$ cat config.mk
export PLATFORM = sky130hd
export DESIGN_NAME = brcond_unit
export DESIGN_NICKNAME = d
export VERILOG_FILES = /design/src/rtl/brcond_pkg.sv /design/src/rtl/brcond_eval.sv /design/src/rtl/brcond_target.sv /design/src/rtl/brcond_unit.sv
export SDC_FILE = /design/constraint.sdc
export NUM_CORES = 1
export LEC_CHECK = 0
export ABC_AREA = 1
export BUFFER_PORTS_ARGS = -buffer_cell sky130_fd_sc_hd__clkbuf_2
export CORE_MARGIN = 8
export CORE_UTILIZATION = 45
export DETAILED_ROUTE_END_ITERATION = 8
export PLACE_DENSITY = 0.72
export SLEW_MARGIN = 20
export SYNTH_ARGS = -nofsm -noshare
export SYNTH_HDL_FRONTEND = slang
export SYNTH_SLANG_ARGS = --single-unit
export TNS_END_PERCENT = 30
$ cat constraint.sdc
create_clock -name clk -period 3 [get_ports clk]
set_clock_uncertainty 0.15 [all_clocks]
set_input_delay 0.6 -clock clk [delete_from_list [all_inputs] [get_ports clk]]
set_output_delay 0.6 -clock clk [all_outputs]
set_load 0.02 [all_outputs]
$ cat src/rtl/brcond_pkg.sv
package brcond_pkg;
  typedef enum logic [1:0] {
    OP_JUMP = 2'd0,
    OP_CALL = 2'd1,
    OP_INT  = 2'd2,
    OP_RSVD = 2'd3
  } op_e;

  // Bit positions inside ctrl (instruction bits 23..16)
  localparam int unsigned C_REL   = 7;
  localparam int unsigned C_CARRY = 5;
  localparam int unsigned C_FLY   = 4;
  localparam int unsigned C_SENSE = 3;
  localparam int unsigned C_DATA  = 2;
  localparam int unsigned C_PHASE = 1;
  localparam int unsigned C_WAIT  = 0;

  localparam int unsigned NUM_TESTS = 3;

  typedef struct packed {
    logic taken;
    logic save;
    logic halt;
    logic fly;
    logic illegal;
  } strobes_t;
endpackage

$ cat src/rtl/brcond_eval.sv
module brcond_eval
  import brcond_pkg::*;
#(
  parameter int unsigned PH_W  = 3,
  parameter int unsigned DAT_W = 8
) (
  input  logic [7:0]       ctrl,
  input  logic [PH_W-1:0]  phase_field,
  input  logic [DAT_W-1:0] cmp_data,
  input  logic             alu_carry,
  input  logic [PH_W-1:0]  bus_phase,
  input  logic [DAT_W-1:0] first_byte,
  input  logic             atn_active,
  input  logic             target_mode,
  output logic             cond_met,
  output logic             bad_combo,
  output logic             wants_phase
);
  logic [NUM_TESTS-1:0] en;
  logic [NUM_TESTS-1:0] outcome;
  logic [NUM_TESTS-1:0] is_true;
  logic [NUM_TESTS-1:0] is_false;
  logic phase_hit;

  assign phase_hit = target_mode ? atn_active : (bus_phase == phase_field);

  assign en      = {ctrl[C_CARRY], ctrl[C_DATA], ctrl[C_PHASE]};
  assign outcome = {alu_carry, (first_byte == cmp_data), phase_hit};

  // A disabled test neither blocks a true branch nor a false branch
  for (genvar t = 0; t < NUM_TESTS; t++) begin : g_test
    assign is_true[t]  = ~en[t] | outcome[t];
    assign is_false[t] = ~en[t] | ~outcome[t];
  end

  always_comb begin
    if (ctrl[C_SENSE]) cond_met = &is_true;
    else               cond_met = (|en) & (&is_false);
  end

  assign bad_combo   = ctrl[C_CARRY] & (ctrl[C_DATA] | ctrl[C_PHASE]);
  assign wants_phase = ctrl[C_DATA] | ctrl[C_PHASE];
endmodule

$ cat src/rtl/brcond_target.sv
module brcond_target #(
  parameter int unsigned PC_W  = 32,
  parameter int unsigned OFS_W = 24
) (
  input  logic            relative,
  input  logic            go,
  input  logic [PC_W-1:0] addr_field,
  input  logic [PC_W-1:0] pc_seq,
  output logic [PC_W-1:0] next_pc
);
  localparam int unsigned EXT_W = PC_W - OFS_W;

  logic [PC_W-1:0] ofs_ext;
  logic [PC_W-1:0] rel_pc;

  if (EXT_W > 0) begin : g_ext
    assign ofs_ext = {{EXT_W{addr_field[OFS_W-1]}}, addr_field[OFS_W-1:0]};
  end else begin : g_noext
    assign ofs_ext = addr_field;
  end

  assign rel_pc  = pc_seq + ofs_ext;
  assign next_pc = !go ? pc_seq : (relative ? rel_pc : addr_field);
endmodule

$ cat src/rtl/brcond_unit.sv
module brcond_unit
  import brcond_pkg::*;
#(
  parameter int unsigned PC_W  = 32,
  parameter int unsigned OFS_W = 24,
  parameter int unsigned PH_W  = 3,
  parameter int unsigned DAT_W = 8
) (
  input  logic             clk,
  input  logic             rst,
  input  logic             instr_valid,
  input  logic [1:0]       op,
  input  logic [7:0]       ctrl,
  input  logic [PH_W-1:0]  phase_field,
  input  logic [DAT_W-1:0] cmp_data,
  input  logic [PC_W-1:0]  addr_field,
  input  logic [PC_W-1:0]  pc_seq,
  input  logic             alu_carry,
  input  logic [PH_W-1:0]  bus_phase,
  input  logic             phase_valid,
  input  logic [DAT_W-1:0] first_byte,
  input  logic             atn_active,
  input  logic             target_mode,
  output logic             res_valid,
  output logic             branch_taken,
  output logic [PC_W-1:0]  next_pc,
  output logic             ret_save,
  output logic [PC_W-1:0]  ret_addr,
  output logic             halt_req,
  output logic             int_fly,
  output logic             illegal
);
  logic cond_met, bad_combo, wants_phase;
  logic accept, go, is_int, is_call;
  logic [PC_W-1:0] pc_d;
  strobes_t st_d;
  op_e op_q;

  assign op_q = op_e'(op);

  brcond_eval #(.PH_W(PH_W), .DAT_W(DAT_W)) eval_i (
    .ctrl        (ctrl),
    .phase_field (phase_field),
    .cmp_data    (cmp_data),
    .alu_carry   (alu_carry),
    .bus_phase   (bus_phase),
    .first_byte  (first_byte),
    .atn_active  (atn_active),
    .target_mode (target_mode),
    .cond_met    (cond_met),
    .bad_combo   (bad_combo),
    .wants_phase (wants_phase)
  );

  // Hold off compares that must wait for a latched phase
  assign accept  = instr_valid & ~(ctrl[C_WAIT] & wants_phase & ~phase_valid);
  assign is_int  = (op_q == OP_INT);
  assign is_call = (op_q == OP_CALL);
  assign go      = cond_met & ~bad_combo & ~is_int;

  brcond_target #(.PC_W(PC_W), .OFS_W(OFS_W)) tgt_i (
    .relative   (ctrl[C_REL]),
    .go         (go),
    .addr_field (addr_field),
    .pc_seq     (pc_seq),
    .next_pc    (pc_d)
  );

  always_comb begin
    st_d         = '0;
    st_d.illegal = bad_combo;
    st_d.taken   = cond_met & ~bad_combo;
    st_d.save    = st_d.taken & is_call;
    st_d.halt    = st_d.taken & is_int & ~ctrl[C_FLY];
    st_d.fly     = st_d.taken & is_int & ctrl[C_FLY];
  end

  always_ff @(posedge clk) begin
    if (rst) begin
      res_valid    <= 1'b0;
      branch_taken <= 1'b0;
      next_pc      <= '0;
      ret_save     <= 1'b0;
      ret_addr     <= '0;
      halt_req     <= 1'b0;
      int_fly      <= 1'b0;
      illegal      <= 1'b0;
    end else begin
      res_valid    <= accept;
      branch_taken <= accept & st_d.taken;
      ret_save     <= accept & st_d.save;
      halt_req     <= accept & st_d.halt;
      int_fly      <= accept & st_d.fly;
      illegal      <= accept & st_d.illegal;
      if (accept) begin
        next_pc  <= pc_d;
        ret_addr <= pc_seq;
      end
    end
  end
endmodule

==> results of run 1 <==
==> logic make-up after synthesis <==
| kind of cell | synth area share (%) |
|---|---|
| simple gates | 37.5 |
| compound gates | 15.0 |
| buf+inv | 10.7 |
| flops | 25.8 |
| fa+ha+maj | 7.51 |
| xor+xnor | 2.74 |
| mux | 0.737 |
==> flip-flops by register name, summed over array words and instances, names as in the netlist <==
signal / count
next_pc: 32
ret_addr: 32
branch_taken: 1
halt_req: 1
illegal: 1
int_fly: 1
res_valid: 1
ret_save: 1
==> synthesized netlist by cell type, types with 3 or more instances <==
cell type and count:
inv_1 112, a21oi_1 82, xor2_1 7, nand2_2 9, nor2_1 54, nand3_1 60
nand3b_1 6, xnor2_1 10, clkbuf_1 15, nand4_1 16, nor2_2 4, buf_2 9
o21ai_0 49, nor3_1 8, o22ai_1 3, mux2i_1 4, dfxtp_1 70, o211ai_1 10
buf_1 6, or2_2 5, nand2_1 312, ha_1 31
==> layout make-up <==
type,count,area [µm²]
clock buffer,11,253
multi-input combinational,686,3450
tap,147,184
sequential,70,1400
fill,1256,5190
clock inverter,5,81.3
inverter,113,424
timing repair buffer,180,923
==> worst max-delay path: stages <==
cell      delay [ps]
clkbuf_2          90
ha_1             240
fa_1             440
nand3_1          110
nand3_1           80
nand2_1           60
nand2_1          100
nand2_1          100
nand2_1           70
nand3_1           80
nand2_1           80
or2_2            280
nand2_1           80
nand2_1           50
o211ai_1         100
nand2_1           70
==> power breakdown <==
group | internal [mW] | leakage [nW] | switching [mW]
Clock | 0.772 | 0.162 | 0.392
Sequential | 0.997 | 0.577 | 0.0349
Combinational | 0.337 | 2.87 | 0.628
==> path summary, 6_finish.rpt <==
check,endpoint,cells after the start
worst max-delay path,next_pc[24],16
worst min-delay path,halt_req,2
worst max register to register,ret_addr[7],2
worst min register to register,ret_addr[29],2
==> layer usage <==
layer	share of wire, %	track usage [%]	up-vias
li1	-	-	3222
met1	46	29.9	2736
met2	43	34.4	233
met3	8.5	4.64	22
met4	1.9	7.29	0
met5	0	0	-
==> cells in the final DEF (no fill, tap or decap), types with 3 or more instances in the layout <==
cell and instances:
a21oi_1 82, buf_4 9, clkbuf_16 9, clkbuf_2 171, dfxtp_1 70, ha_1 31
inv_1 112, mux2i_1 4, nand2_1 312, nand2_2 9, nand3_1 60, nand3b_1 6
nand4_1 16, nor2_1 54, nor2_2 4, nor3_1 8, o211ai_1 10, o21ai_0 49
o22ai_1 3, or2_2 5, xnor2_1 10, xor2_1 7
==> through the flow <==
stage	total power [mW]	hold WS, ps	cell area (µm²)
floorplan	1.70	391	5430
global placement	2.00	297	6380
detailed placement	2.01	303	6380
CTS	3.17	283	6720
global route	3.34	292	6720
finish	3.16	290	6720
==> results.tsv, run 1 <==
metric	value	unit
status	finished clean	
pre_cts_ws	104	ps
p_leak	3.61	nW
synth_top_area_share	25.8	%
place_congestion	0.946	
hold_path_startpoint	ctrl[4]	
path_class	in2reg	
dp.cells	1196	
cts_buffers	9	
crit_path_end_kind	flip-flop	
clkSlewWorstSetupHoldPaths	60	ps
grt_pass1_vias	5714	
cp.required	3080	ps
grt_overflow	0	
syn-mean-instance-area	6.02	µm²
via_count	6213	
hold_class	in2reg	
clk_latency	330	ps
synth_area_leader_cell	dfxtp_1	
async_flop_share	0	%
ys_warn_count	0	
worst_setup_path_start_kind	input port	
fin_crit	2560	ps
ir_drop	249	µV
ff2ff_setup_slack	2150	ps
ant_nets	0	
grt_pass1_wl	28700	µm
critPathMaxFanout	4	
maxCapViolCount	0	
final_util	56.4	%
nets	1195	
antenna_found_initial	0	
drtPass1Iterations	5	
synth_cell_types	37	
htree_levels	3	
setup_viol	0	
dieArea	15800	µm²
ys_seq_elements	70	
initial_utilization	45.6	%
cts_sinks	70	
wl_per_cell	14.8	µm
synth_edf_count	0	
worstPathArrival	2640	ps
setup_ws	441	ps
post_cts_buffers	0	
syn_to_final_growth	23.7	%
die_w	126	µm
post_cts_resized	0	
ios	173	
viasPerCell	5.13	
ys.flop_type	dfxtp_1	
hold_buffers	0	
drc	0	
grt_max_degree	67	
clockBufferDepth	2	
synth_cells	902	
drv_slew	0	
finalHoldViolations	0	
routed_wl	18000	µm
final_cells	1212	
cts_root_buf	clkbuf_16	
gr-usage-all-layers	22.2	%
dp_hpwl	14800	µm
core.rowCount	40	
die_height	126	µm
syn_nets	1037	
fin_crit_sh	85.3	%
diodes	0	
max-slew-margin-rel	59.0	%
fmax	391	MHz
io_buffers	171	
reg2reg_from	ret_addr[7]	
power_density	471	nW/µm²
netlist_area	5430	µm²
drive_above_1_share	20.8	%
core_area	11900	µm²
setup.worst_path.start	addr_field[0]	
rsz0062_at_grt	no	
ys_top_cells_by_area	dfxtp_1, nand2_1, inv_1	
fin_setup_tns	0	ps
yosysSeqAreaShare	25.8	%
drt-initial-drc-count	440	
tightestPinTransition	614	ps
cts_tree	yes	
Power figures use the tool's default switching activity.
==> run 2: changes to the inputs <==
Settings changed: ABC_AREA 1 to not set, PLACE_DENSITY 0.72 to 0.74.
==> run 2 against run 1 <==
Against the previous run:
- highest routed layer unchanged
- via count decreased by 17%
- largest cell class unchanged
- critical path depth shrank 4
- count of clock-buffer cells in the layout up 1
- combinational power shrank 7.3%
- maximum frequency decreased by 10%
==> results.tsv, run 2 <==
metric	value	unit
whs_path_depth	2	
viasPerCell	5.47	
async_flop_share	0	%
clockBufferDepth	2	
worst_setup_path_start_kind	input port	
post_cts_buffers	0	
core_area	10100	µm²
dp_hpwl	12200	µm
synth_top_family_by_area	compound AO/OA/AOI/OAI gates	
fill_cells	927	
clk_latency	360	ps
critical-path-slowest-cell	a311o_1	
cts_root_buf	clkbuf_8	
reg2regPathDepth	3	
routed_wl	15200	µm
synth_cell_types	55	
syn_nets	733	
ir_drop	228	µV
netlist_area	4610	µm²
hold_class	in2reg	
nets	934	
cts_tree	yes	
ios	173	
reg2reg_from	next_pc[31]	
synth-simple-area-share	19.4	%
cp_cell_sequence	clkbuf_2 > ha_4 > fa_2 > a21o_1 > nand4_1 > nand3_1 > a31oi_2 > o211ai_1 > a311o_1 > a21oi_2 > mux2i_1 > nand3_1	
final_common_cell	clkbuf_2	
cts_buffers	9	
synthMuxAreaShare	4.12	%
yosys-top-cells-count	nand2_1, a21oi_1, dfxtp_1, o21ai_0	
dieArea	13800	µm²
crit_path_end_kind	flip-flop	
hold_path_startpoint	op[1]	
synth_edf_count	0	
drive_above_1_share	31.0	%
die_w	117	µm
yosysMostFrequentCell	nand2_1	
clkSlewWorstSetupHoldPaths	80	ps
rsz0062_at_grt	no	
initial_utilization	45.5	%
grt_max_degree	50	
via_count	5141	
most-common-layout-cells	clkbuf_2, nand2_1, a21oi_1, dfxtp_1, buf_4	
cts_sinks	70	
final_area	6180	µm²
grt_overflow	0	
diodes	0	
finalPower	2.84	mW
finalHoldViolations	0	
grt_pass1_vias	5224	
wl_per_cell	16.1	µm
place_congestion	0.936	
path_class	in2reg	
ys.flop_type	dfxtp_1	
ys_seq_elements	70	
synth_cells	598	
synth_area_leader_cell	dfxtp_1	
tightestPinTransition	528	ps
critPathMaxFanout	3	
cpPeakStageDelay	410	ps
gr-usage-all-layers	22.2	%
crit_top_cell	nand3_1	
setup_viol	0	
p_leak	2.91	nW
grt_pass1_wl	24100	µm
ys_top_cells_by_area	dfxtp_1, nand2_1, a21oi_1	
yosys.area_share.xor_xnor	7.40	%
io_buffers	171	
status	finished clean	
reg_top3	next_pc x32, ret_addr x32	
path_buf_inv	1	
drtPass1Iterations	5	
place_area	5930	µm²
max-slew-margin-rel	64.8	%
fin_crit	2840	ps
fmax	352	MHz
ff2ff_setup_slack	1830	ps
core.rowCount	37	
syn_to_final_growth	33.9	%
drt-initial-drc-count	278	
hold_buffers	0	
synth_top_area_share	30.4	%
fin_crit_sh	94.8	%
ys_warn_count	0	
holdPathEnd	ret_save	
synth_fa_ha_area_share	8.84	%
ant_nets	0	
power_density	459	nW/µm²
worstPathArrival	2940	ps
path_delay_family	compound AO/OA/AOI/OAI gates	
maxCapViolCount	0	
yosysSeqAreaShare	30.4	%
synth_compound_area_share	26.4	%
die_height	117	µm
drc	0	
antenna_found_initial	0	
setup.worst_path.start	addr_field[0]	
htree_levels	3	
rr_endpoint	next_pc[31]	
cp.required	3100	ps
drv_slew	0	
syn-mean-instance-area	7.72	µm²
[run 2: changes by cell type in the layout (fill, tap and decap cells not counted), sizes merged, moves of 8 or more]
cell    previous run  this run
xor2               7        16
nor2              59        32
o21ai             51        38
nand2            321       111
buf                9        50
nand4             17         5
mux2i              4        19
a211oi             0        10
a31oi              1         9
xnor2             10        23
a21o               0        14
nand3             60        14
inv              113        11
[run 2: area by class of cell]
type | instances | area [µm²] | share of cell area (%)
Multi-Input combinational cell | 486 | 3100 | 50.1
Sequential cell | 70 | 1400 | 22.7
Timing Repair Buffer | 221 | 1230 | 19.9
Tap cell | 136 | 170 | 2.75
Clock buffer | 12 | 165 | 2.67
Clock inverter | 4 | 76.3 | 1.23
Inverter | 11 | 41.3 | 0.668
[run 2: cell families (layout without fill, tap and decap cells)]
group / Yosys count / count (layout)
buf+inv: 42 / 248
xor+xnor: 39 / 39
mux: 19 / 19
compound gates: 198 / 198
fa+ha+maj: 32 / 32
simple gates: 198 / 198
flops: 70 / 70
[run 2: repair_timing]
action                                 CTS  global route
setup endpoints to repair                0             4
resized for setup                        0             2
endpoints found under the hold margin    0             0
[run 2: how the worst max path moves through the flow]
stage                        to  slack (ps)  cells after the start
floorplan           next_pc[30]          40                     11
global placement    next_pc[30]        -220                     12
detailed placement  next_pc[30]        -260                     12
CTS                 next_pc[29]         110                     12
global route        next_pc[26]          20                     12
finish              next_pc[30]         160                     12
[run 2: stage by stage]
stage / setup slack [ps] / std cells / TNS (ps) / util [%] / hold slack (ps)
2_1_floorplan: 41.1 / 598 / 0 / - / 380
3_3_place_gp: -220 / 924 / -1490 / 58.5 / 291
3_5_place_dp: -256 / 924 / -1740 / 58.5 / 297
4_1_cts: 112 / 940 / 0 / 60.9 / 255
5_1_grt: 23.2 / 940 / 0 / 61.0 / 258
6_report: 156 / 940 / 0 / 61.0 / 266
[run 2: metal layers]
metal	up-vias	global-route usage, %	wire [µm]
li1	2562	-	-
met1	2366	24.3	6250
met2	178	38.7	7330
met3	35	5.95	1150
met4	0	11.3	457
met5	-	0	0
[run 2: power breakdown]
group / internal (mW) / total (mW) / switching [mW]
clock: 0.539 / 0.919 / 0.380
sequential: 0.989 / 1.02 / 0.0321
combinational: 0.380 / 0.895 / 0.516
total: 1.91 / 2.84 / 0.927
